===== config.mk =====
export PLATFORM = sky130hd
export DESIGN_NAME = ipc_mailbox
export DESIGN_NICKNAME = d
export VERILOG_FILES = /design/src/rtl/ipcmb_pkg.sv /design/src/rtl/ipcmb_ctrl.sv /design/src/rtl/ipcmb_datapath.sv /design/src/rtl/ipc_mailbox.sv
export SDC_FILE = /design/constraint.sdc
export NUM_CORES = 1
export LEC_CHECK = 0
export BUFFER_PORTS_ARGS = -buffer_cell sky130_fd_sc_hd__buf_2
export CAP_MARGIN = 20
export CORE_MARGIN = 5
export CORE_UTILIZATION = 50
export DETAILED_ROUTE_END_ITERATION = 16
export PLACE_DENSITY = 0.73
export SKIP_CTS_REPAIR_TIMING = 1
export SYNTH_ARGS = -nofsm -noshare
export SYNTH_HDL_FRONTEND = slang
export SYNTH_SLANG_ARGS = --single-unit
export TNS_END_PERCENT = 50

===== constraint.sdc =====
create_clock -name clk -period 12.15 [get_ports clk]
set_input_delay 2.43 -clock clk [delete_from_list [all_inputs] [get_ports clk]]
set_output_delay 2.43 -clock clk [all_outputs]
set_load 0.02 [all_outputs]

===== src/rtl/ipcmb_pkg.sv =====
package ipcmb_pkg;
  localparam int OFF_CMD  = 'h00;
  localparam int OFF_STAT = 'h04;
  localparam int OFF_SRC  = 'h08;
  localparam int OFF_DST  = 'h0C;
  localparam int OFF_WBUF = 'h80;

  typedef struct packed {
    logic [7:0] rsvdHi;
    logic [7:0] size;
    logic [3:0] cmdId;
    logic [2:0] rsvdLo;
    logic       ioc;
    logic [7:0] opcode;
  } cmdWord_t;

  typedef struct packed {
    logic cmdWr;
    logic srcWr;
    logic dstWr;
    logic wbufWr;
    logic doneLatch;
  } hostStrobe_t;
endpackage


===== src/rtl/ipcmb_ctrl.sv =====
module ipcmb_ctrl
  import ipcmb_pkg::*;
#(
  parameter int ADDR_W    = 8,
  parameter int BUF_WORDS = 4,
  localparam int IDX_W    = $clog2(BUF_WORDS)
) (
  input  logic              clk,
  input  logic              rstN,
  input  logic              hostWrEn,
  input  logic [ADDR_W-1:0] hostAddr,
  input  logic              ctlDone,
  input  logic              latchedIoc,
  output hostStrobe_t       strobe,
  output logic [IDX_W-1:0]  wbufIdx,
  output logic              busy,
  output logic              doorbell,
  output logic              hostIrq,
  output logic              overrun
);
  localparam int BUF_BYTES = BUF_WORDS * 4;

  logic isCmd, isSrc, isDst, isWbuf, doneOk, dropCmd;
  int   addrInt;

  always_comb begin
    addrInt = int'(hostAddr) & ~3;
    isCmd   = addrInt == OFF_CMD;
    isSrc   = addrInt == OFF_SRC;
    isDst   = addrInt == OFF_DST;
    isWbuf  = addrInt >= OFF_WBUF && addrInt < OFF_WBUF + BUF_BYTES;
    wbufIdx = IDX_W'((addrInt - OFF_WBUF) >> 2);
    doneOk  = ctlDone && busy;
    dropCmd = hostWrEn && isCmd && busy;
    strobe.cmdWr     = hostWrEn && isCmd && !busy;
    strobe.srcWr     = hostWrEn && isSrc;
    strobe.dstWr     = hostWrEn && isDst;
    strobe.wbufWr    = hostWrEn && isWbuf;
    strobe.doneLatch = doneOk;
  end

  always_ff @(posedge clk) begin
    if (!rstN) begin
      busy     <= 1'b0;
      doorbell <= 1'b0;
      hostIrq  <= 1'b0;
      overrun  <= 1'b0;
    end else begin
      if (strobe.cmdWr)  busy <= 1'b1;
      else if (doneOk)   busy <= 1'b0;
      doorbell <= strobe.cmdWr;
      hostIrq  <= doneOk && latchedIoc;
      overrun  <= overrun | dropCmd;
    end
  end


  doorbell_pulse_chk: assert property (@(posedge clk) disable iff (!rstN)
    doorbell |-> $past(hostWrEn && isCmd && !busy));

  busy_rise_chk: assert property (@(posedge clk) disable iff (!rstN)
    $rose(busy) |-> doorbell);

  done_clear_chk: assert property (@(posedge clk) disable iff (!rstN)
    (ctlDone && busy) |=> !busy);

  irq_source_chk: assert property (@(posedge clk) disable iff (!rstN)
    hostIrq |-> $past(ctlDone && busy && latchedIoc));

  irq_single_chk: assert property (@(posedge clk) disable iff (!rstN)
    hostIrq |=> !hostIrq);

  overrun_sticky_chk: assert property (@(posedge clk) disable iff (!rstN)
    overrun |=> overrun);
endmodule


===== src/rtl/ipcmb_datapath.sv =====
module ipcmb_datapath
  import ipcmb_pkg::*;
#(
  parameter int ADDR_W        = 8,
  parameter int BUF_WORDS     = 4,
  parameter logic [7:0] INIT_ID = 8'h5A,
  localparam int IDX_W        = $clog2(BUF_WORDS)
) (
  input  logic              clk,
  input  logic              rstN,
  input  hostStrobe_t       strobe,
  input  logic [IDX_W-1:0]  wbufIdx,
  input  logic [ADDR_W-1:0] hostAddr,
  input  logic [31:0]       hostWdata,
  input  logic              busy,
  input  logic              ctlErr,
  input  logic [7:0]        ctlErrCode,
  input  logic [IDX_W-1:0]  ctlWbufIdx,
  input  logic              ctlRbufWe,
  input  logic [IDX_W-1:0]  ctlRbufIdx,
  input  logic [31:0]       ctlRbufData,
  output cmdWord_t          cmdReg,
  output logic [31:0]       srcPtr,
  output logic [31:0]       dstPtr,
  output logic [31:0]       ctlWbufData,
  output logic [31:0]       hostRdata
);
  localparam int BUF_BYTES = BUF_WORDS * 4;
  localparam int OFF_RBUF  = OFF_WBUF + BUF_BYTES;

  logic [31:0] wbuf [BUF_WORDS];
  logic [31:0] rbuf [BUF_WORDS];
  logic        errFlag;
  logic [7:0]  errCode;

  always_ff @(posedge clk) begin
    if (!rstN) begin
      cmdReg  <= '0;
      srcPtr  <= '0;
      dstPtr  <= '0;
      errFlag <= 1'b0;
      errCode <= '0;
    end else begin
      if (strobe.cmdWr) cmdReg <= cmdWord_t'(hostWdata);
      if (strobe.srcWr) srcPtr <= hostWdata;
      if (strobe.dstWr) dstPtr <= hostWdata;
      if (strobe.doneLatch) begin
        errFlag <= ctlErr;
        errCode <= ctlErrCode;
      end
    end
  end

  for (genvar g = 0; g < BUF_WORDS; g++) begin : gWord
    always_ff @(posedge clk) begin
      if (!rstN) begin
        wbuf[g] <= '0;
        rbuf[g] <= '0;
      end else begin
        if (strobe.wbufWr && wbufIdx == IDX_W'(g)) wbuf[g] <= hostWdata;
        if (ctlRbufWe && ctlRbufIdx == IDX_W'(g))  rbuf[g] <= ctlRbufData;
      end
    end


    rbuf_hold_chk: assert property (@(posedge clk) disable iff (!rstN)
      !(ctlRbufWe && ctlRbufIdx == IDX_W'(g)) |=> $stable(rbuf[g]));
  end

  assign ctlWbufData = wbuf[ctlWbufIdx];

  int addrInt;
  always_comb begin
    addrInt   = int'(hostAddr) & ~3;
    hostRdata = '0;
    if (addrInt == OFF_STAT)
      hostRdata = {8'h00, errCode, INIT_ID, cmdReg.cmdId, 2'b00, errFlag, busy};
    else if (addrInt >= OFF_RBUF && addrInt < OFF_RBUF + BUF_BYTES)
      hostRdata = rbuf[IDX_W'((addrInt - OFF_RBUF) >> 2)];
  end
endmodule


===== src/rtl/ipc_mailbox.sv =====
module ipc_mailbox
  import ipcmb_pkg::*;
#(
  parameter int ADDR_W          = 8,
  parameter int BUF_WORDS       = 4,
  parameter logic [7:0] INIT_ID = 8'h5A,
  localparam int IDX_W          = $clog2(BUF_WORDS)
) (
  input  logic              clk,
  input  logic              rstN,
  input  logic              hostWrEn,
  input  logic [ADDR_W-1:0] hostAddr,
  input  logic [31:0]       hostWdata,
  output logic [31:0]       hostRdata,
  output logic              hostIrq,
  output logic              ctlDoorbell,
  output logic [7:0]        ctlOpcode,
  output logic              ctlIoc,
  output logic [3:0]        ctlCmdId,
  output logic [7:0]        ctlSize,
  output logic [31:0]       ctlSrcPtr,
  output logic [31:0]       ctlDstPtr,
  input  logic [IDX_W-1:0]  ctlWbufIdx,
  output logic [31:0]       ctlWbufData,
  input  logic              ctlRbufWe,
  input  logic [IDX_W-1:0]  ctlRbufIdx,
  input  logic [31:0]       ctlRbufData,
  input  logic              ctlDone,
  input  logic              ctlErr,
  input  logic [7:0]        ctlErrCode,
  output logic              ctlOverrun,
  output logic              busy
);
  hostStrobe_t      strobe;
  logic [IDX_W-1:0] wbufIdx;
  cmdWord_t         cmdReg;

  ipcmb_ctrl #(.ADDR_W(ADDR_W), .BUF_WORDS(BUF_WORDS)) u_ctrl (
    .clk(clk), .rstN(rstN), .hostWrEn(hostWrEn), .hostAddr(hostAddr),
    .ctlDone(ctlDone), .latchedIoc(cmdReg.ioc), .strobe(strobe),
    .wbufIdx(wbufIdx), .busy(busy), .doorbell(ctlDoorbell),
    .hostIrq(hostIrq), .overrun(ctlOverrun)
  );

  ipcmb_datapath #(.ADDR_W(ADDR_W), .BUF_WORDS(BUF_WORDS), .INIT_ID(INIT_ID)) u_dp (
    .clk(clk), .rstN(rstN), .strobe(strobe), .wbufIdx(wbufIdx),
    .hostAddr(hostAddr), .hostWdata(hostWdata), .busy(busy),
    .ctlErr(ctlErr), .ctlErrCode(ctlErrCode), .ctlWbufIdx(ctlWbufIdx),
    .ctlRbufWe(ctlRbufWe), .ctlRbufIdx(ctlRbufIdx), .ctlRbufData(ctlRbufData),
    .cmdReg(cmdReg), .srcPtr(ctlSrcPtr), .dstPtr(ctlDstPtr),
    .ctlWbufData(ctlWbufData), .hostRdata(hostRdata)
  );

  assign ctlOpcode = cmdReg.opcode;
  assign ctlIoc    = cmdReg.ioc;
  assign ctlCmdId  = cmdReg.cmdId;
  assign ctlSize   = cmdReg.size;
endmodule


==> metrics.txt, run 1 <==
Overall Global Routing Usage=22.20%; outcome=finished, final reports clean; fin nets=1401; Synth Register Bits=354; hpwl dp=24350 um; Worst-Margin Slew=1.068 ns; Iter 0 DRT Violations=675; r2r startpoint=u_ctrl.busy; Cell Area, Placed=16730 sq um; post-layout util=60.47%; Unique masters post-synth=33; IO Port Bufs=240; full die area=33600 sq um; Final Instance Area=17920 sq um; Layout area overhead=19.35%; drt pass-1 iters=5; FMAX=0.1458 GHz; largest net degree at the start of global routing=58; I/O pins=243; number of global-route vias before repair=10100; Post-synth EDFFs=256; CTS tree=done; GP Congestion=0.7978; Worst Setup Start Kind=input port; dominant synthesized flop cell=edfxtp_1; Tot Pwr=2.646 mW; CP max FO=40; Syn Inst Count=1080; worst r2r dst=u_dp.cmdReg[18]; CTS H-tree depth=2; Setup-failing EPs final=0; WS Path Type=in -> out; RSZ-0062 raised after global routing=false; Tmin final=6.857 ns; Async SR Flop Fraction=0%; commonest cells after routing, fill and taps aside=256 x edfxtp_1, 239 x and2_1, 239 x buf_2; P_leak=7.354 nW; Worst R2R Path Depth=3; final non-filler cell total=1736; vias per cell=5.446; Clock Latency Late Sink=0.52 ns; peak supply drop=0.09381 mV; WL per Instance=21.58 um; Worst Hold End=u_dp.dstPtr[15]; reg2reg setup slack=10.13 ns; hold path start=u_dp.dstPtr[15]; Fin. Hold Viols=0; ANT nets after route=0; Max Transition Viols Final=0; Max Root-Sink Buffers=3; Placed Cells=1660; drt total wl=37460 um; critical path arrival=4.43 ns; fin crit share=56.44%; Worst Slack Setup Final=5.293 ns; total number of vias=9454; Power Dens Cells=147.6 nW/um^2; cts bufs inserted=38; setup_tns=0 ns; worst relative slew slack=28.19%; WHS=0.4545 ns; Seq/Total Area, Yosys=64.26%; layout cells sized above 1=32.44%; grt total ovfl=0; CTS Sinks=354; Core ar.=29640 sq um; Synth Cell Area=15020 sq um; commonest non-fill, non-tap cell in the layout=edfxtp_1; Worst Hold Class=reg -> reg; Layout fillers=2330; yosys warns=0; critical path capture point type=primary output; Worst-path clk slew=0.06 ns; initial antenna violation count=10; CTS Root Cell=clkbuf_16; hold-critical path depth=2; drc violations=0; Clock Skew=0.01127 ns; critical path data required time=9.72 ns; Initial Util=50.66%; DP Worst Slack=5.274 ns; Synthesized Nets=1170; mean post-synth cell area=13.90 sq um; max-cap viol count=0; die height=183.3 um; Die Wd=183.3 um; FP Rows=63; global-route wire length before repair=57780 um
-- critical path, stage by stage --
cell      delay (ns)
buf_2           0.08
buf_4           0.60
nand2b_1        0.33
nor4b_4         0.27
buf_4           0.31
a22o_1          0.19
buf_2           0.19
-- report_power, final --
| group | switching, mW | internal, mW |
|---|---|---|
| logic | 0.117 | 0.0726 |
| registers | 0.0147 | 1.35 |
| clock network | 0.459 | 0.631 |
| total | 0.592 | 2.05 |
-- cell usage after synthesis (all sizes together) (3+ instances only) --
| master | count | area [sq um] |
|---|---|---|
| a21o | 4 | 30.03 |
| a21oi | 31 | 155.2 |
| a22o | 14 | 122.6 |
| and2 | 271 | 1735 |
| buf | 20 | 118.9 |
| clkbuf | 56 | 210.2 |
| dfxtp | 98 | 1962 |
| edfxtp | 256 | 7687 |
| mux2i | 64 | 640.6 |
| mux4 | 64 | 1441 |
| nand2 | 118 | 442.9 |
| nand2b | 6 | 37.54 |
| nand3 | 21 | 105.1 |
| nor2 | 8 | 30.03 |
| nor4 | 5 | 31.28 |
| nor4b | 3 | 32.53 |
| o21ai | 28 | 140.1 |
-- flip-flops by register name, summed over array words and instances (netlist names) --
signal,flops
u_ctrl.doorbell,1
u_dp.cmdReg,21
u_dp.errCode,8
u_dp.dstPtr,32
u_dp.srcPtr,32
u_dp.errFlag,1
u_ctrl.hostIrq,1
u_dp.wbuf,128
u_ctrl.overrun,1
u_dp.rbuf,128
u_ctrl.busy,1
-- final cells by class --
class | instances | area [sq um] | area share, %
multi-input cells | 648 | 5184 | 28.93
diodes | 5 | 12.51 | 0.06982
well taps | 390 | 488.0 | 2.723
clock inverters | 13 | 110.1 | 0.6144
clock buffers | 57 | 1064 | 5.935
inverters | 2 | 7.507 | 0.04189
flip-flops and latches | 354 | 9649 | 53.84
repair buffers | 267 | 1406 | 7.848
-- metal layers --
layer  vias up  GRT usage [%]  share of wire [%]
li1       4353              -                  -
met1      4659          28.63                 41
met2       333          37.01                 48
met3        93          5.732                7.7
met4        16          7.330                3.3
met5         -              0               0.24
-- worst max path at each step --
stage	end	depth (start not counted)	slack [ns]	startpoint
2_1_floorplan	hostRdata[16]	4	5.99	hostAddr[2]
3_3_place_gp	hostRdata[1]	7	5.26	hostAddr[2]
3_5_place_dp	hostRdata[1]	7	5.27	hostAddr[2]
4_1_cts	hostRdata[1]	7	5.27	hostAddr[2]
5_1_grt	hostRdata[1]	7	5.14	hostAddr[2]
6_report	hostRdata[1]	7	5.29	hostAddr[2]
-- kinds of logic after synthesis --
kind of cell / count (synthesis) / synth area share (%)
AOI/OAI and AO/OA: 79 / 3.075
buffers and inverters: 78 / 2.241
DFF: 354 / 64.26
muxes: 128 / 13.87
and+or+nand+nor: 441 / 16.56
No activity file was read; power rests on OpenSTA's default activity.
==> run 2: changes to the inputs <==
==> constraint.sdc (replaced) <==
create_clock -name clk -period 7.05 [get_ports clk]
set_input_delay 1.41 -clock clk [delete_from_list [all_inputs] [get_ports clk]]
set_output_delay 1.41 -clock clk [all_outputs]
set_load 0.02 [all_outputs]
==> run 2 against run 1 <==
Against the previous run: critical path depth shrank 1; sequential power up 72%; register-to-register slack worse by 5.1 ns; count of clock-buffer cells in the layout is 1 higher; final cell count fell by 0.12%; clock skew fell by 0.0031 ns; non-clock buffer count increased by 3; first-iteration DRC count rose by 7.6%; global-route usage is 0.26 points lower; wire length shrank 0.85%; largest power group unchanged; highest routed layer unchanged.
==> metrics.txt, run 2 (synthesis results as in run 1) <==
outcome=finished, final reports clean (unchanged); WS Path Type=in -> out (unchanged); Worst-path clk slew=0.06 ns (about the same); drc violations=0 (unchanged); Clock Latency Late Sink=0.52 ns (about the same); Overall Global Routing Usage=21.93% (was 22.20%); Placed Cells=1663 (was 1660); Max Root-Sink Buffers=3 (unchanged); CP Cell Sequence=buf_2 > nand2b_1 > nor4b_4 > buf_4 > a22o_1 > buf_2 (was buf_2 > buf_4 > nand2b_1 > nor4b_4 > buf_4 > a22o_1 > buf_2); Final Instance Area=17960 sq um (was 17920 sq um); grt total ovfl=0 (unchanged); CP max FO=20 (was 40); DP Worst Slack=1.990 ns (was 5.274 ns); max-cap viol count=0 (unchanged); critical path data required time=5.64 ns (was 9.72 ns); drt total wl=37140 um (was 37460 um); critical path depth in cells=6 (was 7); full die area=33600 sq um (unchanged); Layout area overhead=19.60% (was 19.35%); critical path capture point type=primary output (unchanged); RSZ-0062 raised after global routing=false (unchanged); GP Congestion=0.8019 (was 0.7978); vias per cell=5.479 (was 5.446); CP max-delay cell=nor4b_4 (was buf_4); Max Transition Viols Final=0 (unchanged); post-layout util=60.59% (was 60.47%); slowest stage delay, CP=0.68 ns (was 0.60 ns); Worst-Margin Slew=1.082 ns (was 1.068 ns); cts bufs inserted=37 (was 38); Fin. Hold Viols=0 (unchanged); number of global-route vias before repair=9904 (was 10100); largest net degree at the start of global routing=59 (was 58); hpwl dp=24130 um (was 24350 um); die height=183.3 um (unchanged); hold-critical path depth=2 (unchanged); Setup-failing EPs final=0 (unchanged); CTS Sinks=354 (unchanged); commonest non-fill, non-tap cell in the layout=edfxtp_1 (unchanged); final non-filler cell total=1734 (was 1736); Worst Hold Class=reg -> reg (unchanged); Cell Area, Placed=16750 sq um (was 16730 sq um); clock share of power=41.4% (was 41.2%); Worst Setup Start Kind=input port (unchanged); Pint=3.562 mW (was 2.054 mW); Core ar.=29640 sq um (unchanged); CTS H-tree depth=2 (unchanged); P_leak=7.384 nW (was 7.354 nW); fin nets=1403 (was 1401); Comb power frac=7.2% (about the same); fin crit share=70.67%; CP dominant cell by count=buf_2; ANT nets after route=0 (unchanged); Largest regs=u_dp.rbuf x128, u_dp.wbuf x128 (unchanged); setup_tns=0 ns (unchanged); Layout fillers=2351 (was 2330); total number of vias=9500 (was 9454); worst relative slew slack=27.28% (was 28.19%); commonest cells after routing, fill and taps aside=256 x edfxtp_1, 239 x and2_1, 239 x buf_2 (unchanged); I/O pins=243 (unchanged); Die Wd=183.3 um (unchanged); switching part of the total=22.14% (was 22.36%); Tmin final=4.982 ns; Worst R2R Path Depth=3 (unchanged); CTS Root Cell=clkbuf_16 (unchanged); Iter 0 DRT Violations=726 (was 675); FP Rows=63 (unchanged); peak supply drop=0.1728 mV (was 0.09381 mV); IO Port Bufs=240 (unchanged); Tot Pwr=4.575 mW (was 2.646 mW); FMAX=0.2007 GHz; WL per Instance=21.42 um (was 21.58 um); Clock Skew=0.008135 ns (was 0.01127 ns); family with the most delay on the worst path=simple AND/OR/NAND/NOR gates (was buffers and inverters); Initial Util=50.66% (unchanged); WHS=0.4541 ns (was 0.4545 ns); initial antenna violation count=11 (was 10); Crit path buffers/inverters=3 (was 4); global-route wire length before repair=57210 um (was 57780 um); drt pass-1 iters=5 (unchanged); layout cells sized above 1=32.94% (was 32.44%); critical path arrival=3.57 ns (was 4.43 ns); Power Dens Cells=254.8 nW/um^2 (was 147.6 nW/um^2); Flop pwr share=51.4% (was 51.6%); Worst Slack Setup Final=2.068 ns (was 5.293 ns); P_sw=1.013 mW (was 0.5916 mW); CTS tree=done (unchanged)
## run 2: changes by cell type in the layout (fill, tap and decap cells not counted), sizes merged
cell,previous run,this run
clkbuf,57,58
clkinv,11,8
buf,267,270
diode,5,2
## run 2: metal layers
layer	global-route usage [%]	vias to the layer above	share of wire, %
met1	28.95	4741	41
met2	36.55	320	49
met3	5.851	68	7.7
met4	5.542	18	2.2
met5	0	-	0.31
li1	-	4353	-
## run 2: worst reg2reg max path, delay by kind of cell (launching register included)
| family | cells | cell delay, ns |
|---|---|---|
| compound gates | 2 | 0.41 |
| simple gates | 1 | 1.02 |
| flops | 1 | 0.42 |
## run 2: final timing paths
path | from | end | slack [ns]
worst max-delay path | hostAddr[2] | hostRdata[6] | 2.07
worst min register to register | u_dp.dstPtr[4] | u_dp.dstPtr[4] | 0.45
worst max register to register | u_ctrl.busy | u_dp.cmdReg[17] | 5.05
worst min-delay path | u_dp.dstPtr[4] | u_dp.dstPtr[4] | 0.45
## run 2: layout make-up
class	instances	area, sq um	area share (%)
Tap cell	390	488.0	2.717
Sequential cell	354	9649	53.73
Antenna cell	2	5.005	0.02787
Multi-Input combinational cell	648	5184	28.86
Clock buffer	58	1095	6.096
Clock inverter	10	97.59	0.5434
Inverter	2	7.507	0.04180
Timing Repair Buffer	270	1433	7.977
## run 2: power by group through the flow
stage               Clock, mW  Combinational [mW]  Sequential (mW)
finish                   1.89               0.328             2.35
global route             2.02               0.352             2.36
CTS                      1.93               0.332             2.35
detailed placement          0               0.331             2.40
global placement            0               0.328             2.39
floorplan                   0               0.190             2.39
==> run 3: changes to the inputs <==
==> constraint.sdc (replaced) <==
create_clock -name clk -period 5.2 [get_ports clk]
set_input_delay 1.04 -clock clk [delete_from_list [all_inputs] [get_ports clk]]
set_output_delay 1.04 -clock clk [all_outputs]
set_load 0.02 [all_outputs]
==> run 3 against run 2 <==
Against the previous run: via count rose by 0.38%; clock skew fell by 0.00076 ns; core utilization fell by 0.089 points; non-clock buffer count rose by 4; final cell count rose by 0.29%; clock power rose by 31%; sequential share of layout area rose by 0.079 points; register-to-register slack got worse by 1.8 ns; critical endpoint unchanged.
==> metrics.txt, run 3 (synthesis results as in run 1) <==
outcome=finished, final reports clean (unchanged); Clock Skew=0.007372 ns (was 0.008135 ns); fin nets=1407 (was 1403); Register Area=9649 sq um (unchanged); GRT busiest layer=met2 (unchanged); die height=183.3 um (unchanged); switching part of the total=22.12% (was 22.14%); Initial Util=50.66% (unchanged); total number of vias=9536 (was 9500); global-route wire length before repair=56810 um (was 57210 um); worst relative slew slack=37.06% (was 27.28%); drc violations=0 (unchanged); WHS=0.4566 ns (was 0.4541 ns); Layout fillers=2377 (was 2351); FP Rows=63 (unchanged); WS Path Type=in -> out (unchanged); vias per cell=5.484 (was 5.479); FMAX=0.2446 GHz; IO Port Bufs=240 (unchanged); met2 Usage GRT=36.39% (was 36.55%); number of global-route vias before repair=9871 (was 9904); full die area=33600 sq um (unchanged); GR Layer Usage met1=28.29% (was 28.95%); commonest non-fill, non-tap cell in the layout=edfxtp_1 (unchanged); Overall Global Routing Usage=21.79% (was 21.93%); Worst Hold Class=reg -> reg (unchanged); ANT nets after route=0 (unchanged); hold path start=u_dp.dstPtr[15] (was u_dp.dstPtr[4]); critical path arrival=3.05 ns (was 3.57 ns); Cell Area, Placed=16790 sq um (was 16750 sq um); GR Layer Usage met3=5.494% (was 5.851%); Largest regs=u_dp.rbuf x128, u_dp.wbuf x128 (unchanged); drt total wl=36950 um (was 37140 um); reg2reg setup slack=3.26 ns (was 5.05 ns); Die Wd=183.3 um (unchanged); RSZ-0062 raised after global routing=false (unchanged); hpwl dp=24260 um (was 24130 um); Comb power frac=7.2% (about the same); peak supply drop=0.2210 mV (was 0.1728 mV); P_leak=7.372 nW (was 7.384 nW); Worst Setup Start Kind=input port (unchanged); Layout area overhead=19.42% (was 19.60%); Max Transition Viols Final=0 (unchanged); commonest cells after routing, fill and taps aside=256 x edfxtp_1, 239 x and2_1, 239 x buf_2 (unchanged); Placed Cells=1668 (was 1663); CTS Root Cell=clkbuf_16 (unchanged); Multi-input gate area=5184 sq um (unchanged); largest net degree at the start of global routing=88 (was 59); worst r2r dst=u_dp.cmdReg[20] (was u_dp.cmdReg[17]); Core ar.=29640 sq um (unchanged); Pint=4.754 mW (was 3.562 mW); CTS tree=done (unchanged); critical path capture point type=primary output (unchanged); Power Dens Cells=340.4 nW/um^2 (was 254.8 nW/um^2); r2r startpoint=u_ctrl.busy (unchanged); Worst-Margin Slew=0.9406 ns (was 1.082 ns); setup_tns=0 ns (unchanged); P_sw=1.350 mW (was 1.013 mW); Setup-failing EPs final=0 (unchanged); Fin. Hold Viols=0 (unchanged); CTS Sinks=354 (unchanged); Iter 0 DRT Violations=748 (was 726); Flop pwr share=52.3% (was 51.4%); max-cap viol count=0 (unchanged); Max Root-Sink Buffers=3 (unchanged); Tmin final=4.088 ns; CTS H-tree depth=2 (unchanged); layout cells sized above 1=33.09% (was 32.94%); final non-filler cell total=1739 (was 1734); WL per Instance=21.25 um (was 21.42 um); Final Instance Area=17930 sq um (was 17960 sq um); Clock Latency Late Sink=0.52 ns (about the same); hold-critical path depth=2 (unchanged); initial antenna violation count=10 (was 11); cts bufs inserted=37 (unchanged); GP Congestion=0.7801 (was 0.8019); Worst-path clk slew=0.06 ns (about the same); grt total ovfl=0 (unchanged); Worst Hold End=u_dp.dstPtr[15] (was u_dp.dstPtr[4]); CP max FO=28 (was 20); critical path data required time=4.16 ns (was 5.64 ns); Worst R2R Path Depth=3 (unchanged); fin crit share=78.62%; clock share of power=40.5% (was 41.4%); I/O pins=243 (unchanged); drt pass-1 iters=5 (unchanged)
## run 3: changes by cell type in the layout (fill, tap and decap cells not counted), sizes merged
| cell | change |
|---|---|
| clkbuf | -1 |
| clkinv | -3 |
| buf | +4 |
| inv | +2 |
| diode | +2 |
| clkinvlp | +2 |
| bufinv | -1 |
## run 3: area by class of cell
cell class | instances | area share, %
Sequential cell | 354 | 53.81
Multi-Input combinational cell | 648 | 28.91
Timing Repair Buffer | 274 | 8.136
Clock buffer | 57 | 5.980
Tap cell | 390 | 2.721
Clock inverter | 10 | 0.3489
Antenna cell | 4 | 0.05582
Inverter | 2 | 0.04186
## run 3: stage by stage
stage / setup slack, ns / power, mW / util, %
CTS: 1.072 / 6.147 / 60.47
detailed placement: 1.081 / 3.694 / 56.64
global route: 0.8861 / 6.314 / 60.49
finish: 1.112 / 6.104 / 60.50
floorplan: 0.7562 / 3.503 / -
global placement: 1.052 / 3.680 / 56.64
## run 3: worst max-delay path by stage
stage / start / end / cells past startpoint
2_1_floorplan: hostAddr[3] / u_dp.wbuf[0][0] / 3
3_3_place_gp: hostAddr[2] / hostRdata[6] / 6
3_5_place_dp: hostAddr[2] / hostRdata[6] / 6
4_1_cts: hostAddr[2] / hostRdata[6] / 6
5_1_grt: hostAddr[2] / hostRdata[6] / 6
6_report: hostAddr[2] / hostRdata[6] / 6
## run 3: critical path, cell delays in order
cell	delay (ns)
buf_2	0.70
nand2b_1	0.35
nor4b_4	0.31
buf_4	0.24
a22o_1	0.20
buf_2	0.18
## run 3: power by group through the flow
stage | combinational [mW] | clock, mW | sequential, mW
6_report | 0.440 | 2.47 | 3.19
3_5_place_dp | 0.444 | 0 | 3.25
3_3_place_gp | 0.439 | 0 | 3.24
2_1_floorplan | 0.257 | 0 | 3.25
5_1_grt | 0.473 | 2.64 | 3.20
4_1_cts | 0.446 | 2.51 | 3.19
## run 3: routing by layer
metal / share of wire [%] / up-vias
li1: - / 4364
met1: 40 / 4749
met2: 49 / 333
met3: 7.8 / 74
met4: 2.7 / 16
met5: 0.33 / -
